`config.mk`:
```
export PLATFORM = sky130hd
export DESIGN_NAME = dram_refresh_walker
export DESIGN_NICKNAME = d
export VERILOG_FILES = /design/src/rtl/rfw_pkg.sv /design/src/rtl/rfw_cfg_regs.sv /design/src/rtl/rfw_walker.sv /design/src/rtl/dram_refresh_walker.sv
export SDC_FILE = /design/constraint.sdc
export NUM_CORES = 1
export LEC_CHECK = 0
export BUFFER_PORTS_ARGS = -buffer_cell sky130_fd_sc_hd__buf_2
export CORE_ASPECT_RATIO = 0.9
export CORE_UTILIZATION = 60
export CTS_CLUSTER_SIZE = 14
export DETAILED_ROUTE_END_ITERATION = 10
export GPL_TIMING_DRIVEN = 0
export PLACE_DENSITY = 0.79
export SETUP_SLACK_MARGIN = 0.15
export SLEW_MARGIN = 40
export SYNTH_ARGS = -nofsm -noshare
export SYNTH_HDL_FRONTEND = slang
export SYNTH_SLANG_ARGS = --single-unit
export TNS_END_PERCENT = 30
```
`constraint.sdc`:
```
create_clock -name clk -period 3.52 [get_ports clk]
set_input_delay 0.352 -clock clk [delete_from_list [all_inputs] [get_ports clk]]
set_output_delay 0.352 -clock clk [all_outputs]
set_load 0.02 [all_outputs]
```
`src/rtl/rfw_pkg.sv`:
```
package rfw_pkg;

    localparam int WORD_W = 16;
    localparam int ADDR_W = 24;
    localparam int FC_W   = 3;
    localparam int HI_W   = ADDR_W - WORD_W;
    localparam int NCFG   = 4;

    typedef enum logic [2:0] {
        IDX_BASE_HI = 3'd0,
        IDX_BASE_LO = 3'd1,
        IDX_STEP    = 3'd2,
        IDX_COUNT   = 3'd3,
        IDX_PTR_HI  = 3'd4,
        IDX_PTR_LO  = 3'd5,
        IDX_REMAIN  = 3'd6,
        IDX_CTRL    = 3'd7
    } reg_idx_e;

    typedef struct packed {
        logic [FC_W-1:0]   fc;
        logic [ADDR_W-1:0] addr;
    } refresh_ptr_t;

    typedef struct packed {
        refresh_ptr_t      base;
        logic [WORD_W-1:0] step;
        logic [WORD_W-1:0] count;
    } window_cfg_t;

    function automatic logic [WORD_W-1:0] pack_hi(input refresh_ptr_t p);
        logic [WORD_W-1:0] w;
        w = '0;
        w[HI_W+FC_W-1:HI_W] = p.fc;
        w[HI_W-1:0]         = p.addr[ADDR_W-1:WORD_W];
        return w;
    endfunction

    function automatic refresh_ptr_t unpack_ptr(input logic [WORD_W-1:0] hi,
                                                input logic [WORD_W-1:0] lo);
        refresh_ptr_t p;
        p.fc   = hi[HI_W+FC_W-1:HI_W];
        p.addr = {hi[HI_W-1:0], lo};
        return p;
    endfunction

endpackage

```
`src/rtl/rfw_cfg_regs.sv`:
```
module rfw_cfg_regs
    import rfw_pkg::*;
(
    input  logic              clk,
    input  logic              rst,
    input  logic              we,
    input  logic [2:0]        idx,
    input  logic [WORD_W-1:0] wdata,
    output window_cfg_t       cfg,
    output logic [WORD_W-1:0] base_hi_word,
    output logic [WORD_W-1:0] cfg_word_rd,
    output logic              enable,
    output logic              remain_we,
    output logic              ovr_clr
);
    localparam int HI_KEEP = HI_W + FC_W;

    logic [WORD_W-1:0] word_q [NCFG];

    for (genvar g = 0; g < NCFG; g++) begin : g_word
        localparam int KEEP = (g == 0) ? HI_KEEP : WORD_W;
        always_ff @(posedge clk) begin
            if (rst) begin
                word_q[g] <= '0;
            end else if (we && idx == 3'(g)) begin
                word_q[g] <= wdata & WORD_W'((1 << KEEP) - 1);
            end
        end
    end

    always_ff @(posedge clk) begin
        if (rst) begin
            enable <= 1'b0;
        end else if (we && idx == IDX_CTRL) begin
            enable <= wdata[0];
        end
    end

    assign cfg.base     = unpack_ptr(word_q[0], word_q[1]);
    assign cfg.step     = word_q[2];
    assign cfg.count    = word_q[3];
    assign base_hi_word = word_q[0];
    assign cfg_word_rd  = word_q[idx[1:0]];
    assign remain_we    = we && idx == IDX_REMAIN;
    assign ovr_clr      = we && idx == IDX_CTRL && wdata[1];

    // the unused high-word bits can never become set
    a_r2_hi_unused_zero: assert property (@(posedge clk) disable iff (rst)
        base_hi_word[WORD_W-1:HI_KEEP] == '0);

endmodule

```
`src/rtl/rfw_walker.sv`:
```
module rfw_walker
    import rfw_pkg::*;
(
    input  logic              clk,
    input  logic              rst,
    input  logic              enable,
    input  logic              req,
    input  logic              ack,
    input  window_cfg_t       cfg,
    input  logic              remain_we,
    input  logic [WORD_W-1:0] remain_wdata,
    input  logic              ovr_clr,
    output refresh_ptr_t      ptr,
    output logic [WORD_W-1:0] remain,
    output logic              pending,
    output logic              overrun
);
    logic [WORD_W-1:0] step_act;
    logic              accept;
    logic              reload;

    assign accept = req && enable && !pending;
    assign reload = accept && remain == '0;

    always_ff @(posedge clk) begin
        if (rst) begin
            ptr      <= '0;
            remain   <= '0;
            step_act <= '0;
            pending  <= 1'b0;
        end else begin
            if (reload) begin
                ptr      <= cfg.base;
                step_act <= cfg.step;
            end else if (pending && ack) begin
                ptr.addr <= ptr.addr + ADDR_W'(step_act);
            end

            if (remain_we) begin
                remain <= remain_wdata;
            end else if (reload) begin
                remain <= cfg.count;
            end else if (pending && ack && remain != '0) begin
                remain <= remain - 1'b1;
            end

            if (accept) begin
                pending <= 1'b1;
            end else if (pending && ack) begin
                pending <= 1'b0;
            end
        end
    end

    always_ff @(posedge clk) begin
        if (rst) begin
            overrun <= 1'b0;
        end else if (ovr_clr) begin
            overrun <= 1'b0;
        end else if (req && enable && pending) begin
            overrun <= 1'b1;
        end
    end

    a_r3_hold_until_ack: assert property (@(posedge clk) disable iff (rst)
        pending && !ack |=> pending && $stable(ptr));

    a_r5_release_on_ack: assert property (@(posedge clk) disable iff (rst)
        pending && ack |=> !pending);

    a_r5_remain_floor: assert property (@(posedge clk) disable iff (rst)
        pending && ack && !remain_we && remain == '0 |=> remain == '0);

    a_r8_disabled_idle: assert property (@(posedge clk) disable iff (rst)
        !pending && !enable |=> !pending && $stable(ptr));

    a_r9_overrun_sets: assert property (@(posedge clk) disable iff (rst)
        pending && req && enable && !ovr_clr |=> overrun && $stable(ptr));

    a_r11_zero_count_base: assert property (@(posedge clk) disable iff (rst)
        accept && cfg.count == '0 && remain == '0 && !remain_we |=> ptr == $past(cfg.base));

endmodule

```
`src/rtl/dram_refresh_walker.sv`:
```
module dram_refresh_walker
    import rfw_pkg::*;
(
    input  logic        clk,
    input  logic        rst,
    input  logic        reg_we,
    input  logic [2:0]  reg_idx,
    input  logic [15:0] reg_wdata,
    output logic [15:0] reg_rdata,
    input  logic        refresh_pulse,
    output logic        bus_req,
    output logic        bus_byte,
    output logic [23:0] bus_addr,
    output logic [2:0]  bus_fc,
    input  logic        bus_ack,
    output logic        overrun
);
    window_cfg_t       cfg;
    logic [WORD_W-1:0] base_hi_word;
    logic [WORD_W-1:0] cfg_word_rd;
    logic              enable;
    logic              remain_we;
    logic              ovr_clr;
    refresh_ptr_t      ptr;
    logic [WORD_W-1:0] remain;
    logic              pending;

    rfw_cfg_regs u_cfg (
        .clk          (clk),
        .rst          (rst),
        .we           (reg_we),
        .idx          (reg_idx),
        .wdata        (reg_wdata),
        .cfg          (cfg),
        .base_hi_word (base_hi_word),
        .cfg_word_rd  (cfg_word_rd),
        .enable       (enable),
        .remain_we    (remain_we),
        .ovr_clr      (ovr_clr)
    );

    rfw_walker u_walk (
        .clk          (clk),
        .rst          (rst),
        .enable       (enable),
        .req          (refresh_pulse),
        .ack          (bus_ack),
        .cfg          (cfg),
        .remain_we    (remain_we),
        .remain_wdata (reg_wdata),
        .ovr_clr      (ovr_clr),
        .ptr          (ptr),
        .remain       (remain),
        .pending      (pending),
        .overrun      (overrun)
    );

    always_comb begin
        unique case (reg_idx)
            IDX_PTR_HI: reg_rdata = pack_hi(ptr);
            IDX_PTR_LO: reg_rdata = ptr.addr[WORD_W-1:0];
            IDX_REMAIN: reg_rdata = remain;
            IDX_CTRL:   reg_rdata = {14'd0, overrun, enable};
            default:    reg_rdata = cfg_word_rd;
        endcase
    end

    assign bus_req  = pending;
    assign bus_byte = pending;
    assign bus_addr = ptr.addr;
    assign bus_fc   = ptr.fc;

    a_r3_byte_with_req: assert property (@(posedge clk) disable iff (rst)
        bus_req |-> bus_byte);

    a_r7_fc_stable_pending: assert property (@(posedge clk) disable iff (rst)
        bus_req && !bus_ack |=> $stable(bus_fc));

endmodule

```
* Word level (Yosys, flattened, before mapping) *
Memory sizes are Yosys's and may differ from the RTL's. A register that Yosys moved wholly into a read port is not among the register bits.
Cells that the tools add are included.

word-level totals
  flip-flop bits (word level) = 46
  bits in writable memories = 64
  input bits = 24
  output and inout port bits = 46
  logic and storage cells = 67
  memories kept = 1

cells by class
  add/subtract/negate cells = 2
  equal/unequal tests = 7
  mux-type cells = 26
  bitwise logic cells = 4
  reduce and logical (&&, ||, !) cells = 21

memory list
  memory        words  width  rd ports  clocked after Yosys merged registers in  write ports  line                RTL
  u_cfg.word_q  4      16     5         1                                        4            rfw_cfg_regs.sv:18  logic [WORD_W-1:0] word_q [NCFG];

operators by type and width
  operator                 number
  $mux W16                 7
  $pmux W16 S4             1
  $mux W24                 2
  $add A24 B16 Y24         1
  $logic_not A16 Y1        1
  $mux W1                  16
  $reduce_bool A16 Y1      1
  $sub A16 B1 Y16 const B  1
  $logic_and A1 B1 Y1      13
  $eq A3 B3 Y1 const B     4
  $eq A3 B2 Y1 const B     2
  $or A1 B1 Y1             4
  $reduce_bool A2 Y1       2
  $eq A3 B1 Y1 const B     1
  $logic_not A3 Y1         1
  $reduce_bool A3 Y1       1
  $reduce_or A2 Y1         1
  $logic_not A1 Y1         1

* Longest topological paths before layout *
Gate-level depths: netlist (run 1).

  depth in word-level cells = 6
  depth in mapped cells = 10
  gate-level depth less buffers = 9

* Modules after synthesis *
From an unflattened synthesis (run 1), not the netlist that was laid out.

unflattened totals
  cell total of the unflattened synthesis = 767
  area total of the unflattened synthesis = 7111.8 µm²

modules (own cells, without submodules)
  module               instances  cells each  area each (µm²)  seq. area each (µm²)
  rfw_walker           1          478         3691.0           1221.2
  rfw_cfg_regs         1          209         2910.3           1791.7
  dram_refresh_walker  1          80          510.5            0.0

* Worst setup path before layout (run 1) *
OpenSTA, ideal clock, no wires.

  path type = flip-flop to flip-flop
  start point = register u_walk.ptr[0] (netlist name)
  end point = register u_walk.ptr[22] (netlist name)
  library setup time = 0.074 ns
  data arrival time = 2.539 ns
  required time = 3.446 ns
  slack = 0.907 ns
  cell stages (with the launch flop) = 10
  buffers on the path = 0
  cells stage by stage = dfxtp_1 > ha_1 > inv_1 > fa_1 > nand2b_1 > a21oi_1 > nor2_1 > o311a_4 > or4_1 > a31oi_1

on the way
  word-level cells in the longest chain between the ends = 3

ends and longest elaborated chain
  what              line              RTL
  $add A24 B16 Y24  rfw_walker.sv:36  ptr.addr <= ptr.addr + ADDR_W'(step_act);
  $mux W24          rfw_walker.sv:35  end else if (pending && ack) begin
  $mux W24          rfw_walker.sv:32  if (reload) begin

Every way passes these cells. The select of a mux whose other input is x is not followed.
A chain may end at the register's enable or synchronous reset.

* Final worst setup path (run 1) *
  start point = register u_walk.remain[0]
  end point = register u_walk.ptr[11] (netlist name)

on the way
  word-level cells in the longest chain between the ends = 3
  elaborated cells between the ends (all ways) = 4
  those cells by class = mux (1); reduce/logical (3)

ends and longest elaborated chain
  what                                            line              RTL
  from (decl)                                     rfw_walker.sv:14  output logic [WORD_W-1:0] remain,
  from (signal assigned)                          rfw_walker.sv:40  remain <= remain_wdata;
  from (signal assigned)                          rfw_walker.sv:42  remain <= cfg.count;
  from (signal assigned)                          rfw_walker.sv:44  remain <= remain - 1'b1;
  $logic_not A16 Y1 (*)                           rfw_walker.sv:23  assign reload = accept && remain == '0;
  $logic_and A1 B1 Y1 (*)                         rfw_walker.sv:23
  $mux W24 or $reduce_bool A2 Y1 (tied branches)  -

Mark *: on every way between the ends. The rest lies on a longest branch, timed or not.

==> metrics.txt, run 1 <==
Synth top area share 25.7%; Synth async-reset ratio 0%; global-route wire length before repair 35.4 mm; final worst slack 0.474 ns; filler cell count in the final layout 874; DIE WIDTH 115 um; Worst Path Arrival 3.39 ns; global-route layer with the greatest usage met2; dpl cells 943; largest net degree at the start of global routing 17; Final Max Slew Viols 0; Seq. cell area 3010 um2; most common cell after layout, fill and taps aside nand2_1; share of cells above drive strength 1 17.7%; most common flop cell mapped by yosys dfxtp_1; Reg2Reg Launch Point u_walk.remain[0]; Rows 36; Internal Power 0.00270 W; Core Box Area 11000 um2; Via Count 6516; YS warnings 0; met1 Track Usage GR 57.0%; Worst-Margin Slew 0.833 ns; maximum vdd drop 0.000428 V; Syn Nets 768; post-DP HPWL 17.0 mm; Port Buf Inserts 66; Sink Count 121; largest family of logic cells by synthesized area simple AND/OR/NAND/NOR gates; Root Driver clkbuf_16; maxcap violations 0; Max Clk Rate 328 MHz; NetSw 0.000897 W; final-report setup violation count 0; Nets 853; CTS Buf Count 17; PwrDens 450 nW/um2; post-synthesis mux area share 8.32%; Unique masters post-synth 64; most frequent cells in the layout nand2_1, buf_2, a21oi_1; setup_tns 0 ns; initial antenna violation count 0; multi-input logic area 3630 um2; die area 11900 um2; HP Class in2reg; Initial Util 62.7%; Setup crit start u_walk.remain[0]; Final Non-Filler Cells 975; gr usage total 41.3%; Pre-Repair DR Iteration Count 8; #FFs+latches synth 121; switching portion of total power 24.9%; chip height 104 um; Max-slew headroom 44.3%; Leak 2.95 nW; met2 GRT Util 59.5%; clk_lat worst skew 0.43 ns; Reg clk slew, reported paths 0.05 ns; Final ANT Viol Nets 0; simple-gate share of the synthesized area 20.6%; diodes inserted 0; wire per inst 24.2 um; xor-xnor portion of the synthesized cell area 2.80%; grt ovf 0; CTS tree done; Compound-Gate Fraction of Synth Area 17.3%; Residual DRC 0; vias in the first global route 6207; Worst EP required 3.86 ns; Slowest-stage cell, CP nor2_1; Startpoint Class flop; Setup Skew 0.00972 ns; final count of hold timing violations 0; clock buffer depth 2; Post-CTS Resized 0; shortest period the worst path allows 3.05 ns; Critical Path, Cell by Cell inv_1 -> ha_1 -> nor2b_1 -> nand4_2 -> nor3_1 -> nor2_1 -> clkbuf_1 -> a22oi_1 -> a21oi_1; WS Path Type reg2reg; status finished clean; num ports 70; Synth Cell Area 6890 um2; largest cells by area after synthesis edfxtp_1, dfxtp_1, and2_1; clock network fraction of design power 47.3%; max incr delay on CP 0.66 ns; CP Capture Type flop; Hold Crit Start reg_wdata[1]; CTS Hold Bufs 0; Starting DRT DRC Count 949; maximum level of the CTS H-tree 4; Setup Buffers After CTS 0; Area Overhead vs Synth 16.0%; via/cell ratio 6.68; Routability Congestion 0.957; Flop pwr share 44.3%; synthesized area per cell 9.50 um2; RSZ-0062 raised after global routing no; EDFF count, synth 59; period utilization 86.5%; Mapped Cells 725; Comb power frac 8.4%; DP Worst Slack 0.364 ns; final WL 23.6 mm; post-synth top area cell edfxtp_1; worst-path fanout max 10; GRT met3 Usage 12.5%; post-synthesis adder-cell area fraction 3.56%; sequential area share after synthesis 43.7%
## per-stage QoR
step / power, W / area, um2 / utilization (%) / hold slack, ns
final: 0.00360 / 7990 / 72.7 / 0.215
after global placement: 0.00190 / 7410 / 67.4 / 0.442
after floorplan: 0.00178 / 6890 / - / 0.436
after CTS: 0.00357 / 7980 / 72.6 / 0.198
after global routing: 0.00367 / 7990 / 72.7 / 0.217
after detailed placement: 0.00191 / 7410 / 67.4 / 0.455
## flip-flops by register name (all words and copies together) (netlist names)
name / flops
u_walk.overrun: 1
u_walk.ptr: 27
u_cfg.word_q: 59
u_cfg.enable: 1
u_walk.remain: 16
u_walk.step_act: 16
u_walk.pending: 1
## metal layers
layer	wire length, um	part of all wire, %
met1	9170	39
met5	0	0
met4	773	3.3
met3	3160	13
met2	10500	44
## Yosys cell counts, drive strengths merged, types with 13 or more instances
master and count:
nand2 103, a21oi 71, and2 62, dfxtp 62, edfxtp 59, nor2 37, clkbuf 35, o21ai 22
ha 18, a211oi 16, mux2 16, a221oi 14, a22oi 14, buf 13, mux4 13, nor3 13
xnor2 13
## worst max-delay path, delay by kind of cell (launching register included)
kind | cells | cell delay (ns)
AO/OA/AOI/OAI | 2 | 0.39
adder cells (fa/ha/maj) | 1 | 0.25
buffers and inverters | 2 | 0.73
flip-flops | 1 | 0.40
AND/OR/NAND/NOR | 4 | 1.18
## cells by family (layout without fill, tap and decap cells)
| logic type | Yosys count | count (layout) |
|---|---|---|
| AO/OA/AOI/OAI | 185 | 185 |
| XOR/XNOR | 22 | 22 |
| adder cells (fa/ha/maj) | 19 | 19 |
| buffers and inverters | 60 | 158 |
| flip-flops | 121 | 121 |
| multiplexers | 39 | 39 |
| AND/OR/NAND/NOR | 279 | 279 |
## path summary, 6_finish.rpt
| check | slack (ns) | end | cells past startpoint |
|---|---|---|---|
| setup / recovery | 0.47 | u_walk.ptr[11] | 9 |
| hold / removal | 0.22 | u_walk.overrun | 2 |
| setup reg to reg | 0.47 | u_walk.ptr[11] | 9 |
| hold reg to reg | 0.46 | u_walk.step_act[12] | 2 |
## final cells by class
type                       count  share of cell area (%)
sequential                   121                    37.7
inverter                      12                   0.564
multi-input combinational    544                    45.5
tap                          152                    2.38
timing repair buffer          66                    4.13
clock inverter                12                    1.58
clock buffer                  20                    5.59
buffer                        48                    2.58
## power groups by stage
stage,logic (W),registers (W),clock network [W]
3_5_place_dp,0.000292,0.00162,0
2_1_floorplan,0.000194,0.00159,0
5_1_grt,0.000319,0.00159,0.00175
6_report,0.000302,0.00159,0.00170
4_1_cts,0.000294,0.00159,0.00169
3_3_place_gp,0.000287,0.00161,0
Note: power is estimated with default switching activity, not from simulation.
==> run 2, diff against run 1 <==
--- a/config.mk
+++ b/config.mk
@@ -6,12 +6,14 @@
 export NUM_CORES = 1
 export LEC_CHECK = 0
 export BUFFER_PORTS_ARGS = -buffer_cell sky130_fd_sc_hd__buf_2
+export CELL_PAD_IN_SITES_DETAIL_PLACEMENT = 1
+export CELL_PAD_IN_SITES_GLOBAL_PLACEMENT = 1
 export CORE_ASPECT_RATIO = 0.9
-export CORE_UTILIZATION = 60
+export CORE_UTILIZATION = 46
 export CTS_CLUSTER_SIZE = 14
 export DETAILED_ROUTE_END_ITERATION = 10
 export GPL_TIMING_DRIVEN = 0
-export PLACE_DENSITY = 0.79
+export PLACE_DENSITY = 0.78
 export SETUP_SLACK_MARGIN = 0.15
 export SLEW_MARGIN = 40
 export SYNTH_ARGS = -nofsm -noshare
==> metrics.txt, run 2 (same netlist as run 1, synthesis figures left out) <==
Final ANT Viol Nets 0; final design utilization 55.0%; Final Max Slew Viols 0; clock network fraction of design power 48.8%; Core Box Area 14700 um2; FF-to-FF setup slack 0.45 ns; most common cell after layout, fill and taps aside nand2_1; NetSw 0.000965 W; die area 15500 um2; Max-slew headroom 41.2%; Post-DP Area 7470 um2; max FFs per register 59; Via Count 6494; share of cells above drive strength 1 17.6%; Design Power 0.00372 W; wire per inst 25.5 um; final count of hold timing violations 0; RSZ-0062 raised after global routing no; CTS tree done; worst hold path stage count 2; Largest regs u_cfg.word_q (59), u_walk.ptr (27); Setup Buffers After CTS 0; Internal Power 0.00276 W; final-report setup violation count 0; Reg2Reg Launch Point u_walk.remain[1]; clock buffer depth 2; CTS Hold Bufs 0; Nets 853; Setup Skew 0.00520 ns; status finished clean; gr usage total 35.6%; PwrDens 461 nW/um2; via/cell ratio 6.36; Worst EP required 3.87 ns; num ports 70; most frequent cells in the layout nand2_1, buf_2, a21oi_1; chip height 118 um; HP Class in2reg; global-route wire length before repair 39.3 mm; Rows 42; DIE WIDTH 131 um; post-DP HPWL 19.3 mm; worst-path fanout max 10; clk_lat worst skew 0.44 ns; Root Driver clkbuf_16; maxcap violations 0; maximum level of the CTS H-tree 4; shortest period the worst path allows 3.07 ns; Residual DRC 0; diodes inserted 0; vias in the first global route 6596; worst r2r dst u_walk.ptr[0]; Worst-Margin Slew 0.882 ns; setup_tns 0 ns; period utilization 87.2%; Leak 2.96 nW; initial antenna violation count 0; switching portion of total power 25.9%; Initial Util 47.0%; CTS Buf Count 17; Sink Count 121; grt ovf 0; Pre-Repair DR Iteration Count 6; Reg clk slew, reported paths 0.06 ns; Area Overhead vs Synth 17.1%; largest net degree at the start of global routing 17; final WL 26.0 mm; Port Buf Inserts 66; Max Clk Rate 326 MHz; R2R cell count 9; Comb power frac 8.2%; Routability Congestion 0.897; WS Path Type reg2reg; largest register by flop count u_cfg.word_q; Startpoint Class flop; Worst Hold End u_walk.overrun; design area 8070 um2; Starting DRT DRC Count 534; maximum vdd drop 0.000410 V; Flop pwr share 42.9%; Worst Path Arrival 3.42 ns; CP Capture Type flop; Post-CTS Resized 0; Hold Crit Start reg_wdata[1]
run 2: worst max path at each step:
stage | start | end | slack [ns] | depth (start not counted)
2_1_floorplan | u_walk.ptr[0] | u_walk.ptr[22] | 0.91 | 9
3_3_place_gp | reg_idx[0] | u_cfg.word_q[3][0] | 0.52 | 6
3_5_place_dp | reg_idx[0] | u_cfg.word_q[3][1] | 0.47 | 6
4_1_cts | reg_idx[0] | reg_rdata[9] | 0.53 | 7
5_1_grt | u_walk.remain[1] | u_walk.ptr[0] | 0.37 | 9
6_report | u_walk.remain[1] | u_walk.ptr[0] | 0.45 | 9
run 2: stage by stage:
step / cells / hold WS (ns) / setup WS [ns]
floorplan: 725 / 0.436 / 0.907
global placement: 989 / 0.443 / 0.517
detailed placement: 989 / 0.454 / 0.469
CTS: 1021 / 0.184 / 0.535
global route: 1021 / 0.198 / 0.368
finish: 1021 / 0.204 / 0.452
run 2: area by class of cell:
| cell class | count | area, um2 |
|---|---|---|
| inverters | 12 | 45.0 |
| well taps | 198 | 248 |
| clock buffers | 18 | 429 |
| fillers | 1692 | 6590 |
| clock inverters | 14 | 173 |
| flip-flops and latches | 121 | 3010 |
| repair buffers | 66 | 330 |
| multi-input cells | 544 | 3630 |
| plain buffers | 48 | 206 |
run 2: critical path: stages (launching register included):
cell and delay [ns]:
dfxtp_1 0.48, inv_1 0.15, ha_1 0.24, nor2b_1 0.17, nand4_2 0.23, nor3_1 0.15, nor2_1 0.68, clkbuf_1 0.55
nand2_1 0.12, a21oi_1 0.21
run 2: per-layer routing:
layer  routed length [um]  GRT usage, %  up-vias
li1                     -             -     2844
met1                10700          47.4     3284
met2                12000          53.4      299
met3                 2440          10.0       67
met4                  912          16.1        0
met5                    0             0        -
run 2: power groups by stage:
stage | logic [W] | registers, W | clock network, W
6_report | 0.000307 | 0.00160 | 0.00182
5_1_grt | 0.000324 | 0.00160 | 0.00187
4_1_cts | 0.000303 | 0.00159 | 0.00183
3_5_place_dp | 0.000299 | 0.00162 | 0
3_3_place_gp | 0.000288 | 0.00162 | 0
2_1_floorplan | 0.000194 | 0.00159 | 0
==> run 3, diff against run 2 <==
--- a/config.mk
+++ b/config.mk
@@ -13,7 +13,9 @@
 export CTS_CLUSTER_SIZE = 14
 export DETAILED_ROUTE_END_ITERATION = 10
 export GPL_TIMING_DRIVEN = 0
+export HOLD_SLACK_MARGIN = 0.12
 export PLACE_DENSITY = 0.78
+export REMOVE_ABC_BUFFERS = 1
 export SETUP_SLACK_MARGIN = 0.15
 export SLEW_MARGIN = 40
 export SYNTH_ARGS = -nofsm -noshare
==> metrics.txt, run 3 (same netlist as run 1, synthesis figures left out) <==
max FFs per register 59; Reg clk slew, reported paths 0.06 ns; most frequent cells in the layout nand2_1, a21oi_1, buf_2; num ports 70; die area 15500 um2; Setup Skew 0.00928 ns; maxcap violations 0; diodes inserted 0; FF-to-FF setup slack 0.33 ns; worst-path fanout max 17; met2 GRT Util 53.3%; HP Class in2reg; Worst Path Arrival 3.47 ns; Via Count 6271; share of cells above drive strength 1 20.1%; chip height 118 um; clock buffer depth 2; multi-input logic area 3680 um2; period utilization 90.7%; Rows 42; largest net degree at the start of global routing 66; maximum level of the CTS H-tree 4; met1 Track Usage GR 44.8%; Reg2Reg Launch Point u_walk.remain[0]; clk_lat worst skew 0.43 ns; RSZ-0062 raised after global routing no; design area 7960 um2; Max-slew headroom 42.0%; Seq. cell area 3010 um2; DIE WIDTH 131 um; final-report setup violation count 0; Worst EP required 3.79 ns; most common cell after layout, fill and taps aside nand2_1; CTS tree done; setup_tns 0 ns; Sink Count 121; worst hold path stage count 2; final WL 24.3 mm; via/cell ratio 6.38; Final ANT Viol Nets 0; Initial Util 47.0%; Setup Buffers After CTS 0; Post-DP Area 7380 um2; max incr delay on CP 0.46 ns; PwrDens 449 nW/um2; global-route wire length before repair 37.7 mm; R2R cell count 10; CTS Buf Count 17; Leak 2.91 nW; shortest period the worst path allows 3.19 ns; Critical Path, Cell by Cell inv_1 -> ha_1 -> nor2b_1 -> nand4_2 -> nor3_4 -> buf_4 -> buf_2 -> nor2_4 -> a221oi_1 -> nor2_1; Routability Congestion 0.846; Hold Crit Start reg_wdata[1]; Design Power 0.00358 W; gr usage total 33.4%; filler cell count in the final layout 1654; WS Path Type reg2reg; vias in the first global route 6492; Core Box Area 14700 um2; maximum vdd drop 0.000416 V; Starting DRT DRC Count 550; Root Driver clkbuf_16; post-DP HPWL 16.0 mm; grt ovf 0; Max Clk Rate 313 MHz; GRT met3 Usage 5.59%; Area Overhead vs Synth 15.5%; initial antenna violation count 0; global-route layer with the greatest usage met2; Port Buf Inserts 69; Startpoint Class flop; Final Max Slew Viols 0; Slowest-stage cell, CP nor3_4; Residual DRC 0; Worst Hold End u_walk.overrun; status finished clean; Nets 815; worst r2r dst u_walk.ptr[1]; wire per inst 24.7 um; Largest regs u_cfg.word_q (59), u_walk.ptr (27); Pre-Repair DR Iteration Count 5; CP Capture Type flop; final count of hold timing violations 0; largest register by flop count u_cfg.word_q; Worst-Margin Slew 0.869 ns
==> run 3: worst max-delay path: cells and delay by family (launching register included) <==
| kind | cells | cell delay [ns] |
|---|---|---|
| flops | 1 | 0.34 |
| buf+inv | 3 | 0.65 |
| simple gates | 5 | 1.36 |
| compound gates | 1 | 0.44 |
| fa+ha+maj | 1 | 0.22 |
==> run 3: stage by stage <==
step | hold slack (ns) | utilization (%) | instances | setup slack (ns)
finish | 0.189 | 54.3 | 983 | 0.327
global route | 0.215 | 54.3 | 983 | 0.225
CTS | 0.174 | 54.2 | 983 | 0.277
detailed placement | 0.455 | 50.3 | 951 | 0.413
global placement | 0.444 | 49.6 | 944 | -5.17
floorplan | 0.421 | - | 677 | -1.34
==> run 3: how the worst max path moves through the flow <==
stage                     cells after the start              to  slack, ns        startpoint
after CTS                                    10   u_walk.ptr[1]       0.28  u_walk.remain[0]
after floorplan                               8  u_walk.ptr[23]      -1.34  u_walk.remain[0]
after global routing                         10   u_walk.ptr[1]       0.23  u_walk.remain[0]
after global placement                        8  u_walk.ptr[23]      -5.17  u_walk.remain[0]
after detailed placement                     10  u_walk.ptr[19]       0.41  u_walk.remain[0]
final                                        10   u_walk.ptr[1]       0.33  u_walk.remain[0]
==> run 3: repair_timing <==
action / 4_1_cts / 5_1_grt
hold buffers: 0 / 0
endpoints found under the hold margin: 0 / 0
gates resized for setup: 0 / 1
setup endpoints to repair: 0 / 1
==> run 3: final cells by class <==
type | count | area share [%]
well taps | 198 | 3.11
inverters | 12 | 0.566
repair buffers | 76 | 5.06
multi-input cells | 544 | 46.3
clock buffers | 19 | 5.56
flip-flops and latches | 121 | 37.8
clock inverters | 13 | 1.56
==> run 3: power by group <==
part	leakage [nW]	internal [W]	switching, W
clock network	0.258	0.000991	0.000702
registers	1.07	0.00153	0.0000476
logic	1.58	0.000106	0.000195
==> run 3: layer usage <==
layer | share of wire (%) | wire (um)
met1 | 43 | 10400
met2 | 48 | 11700
met3 | 6.7 | 1620
met4 | 2.6 | 632
met5 | 0 | 0
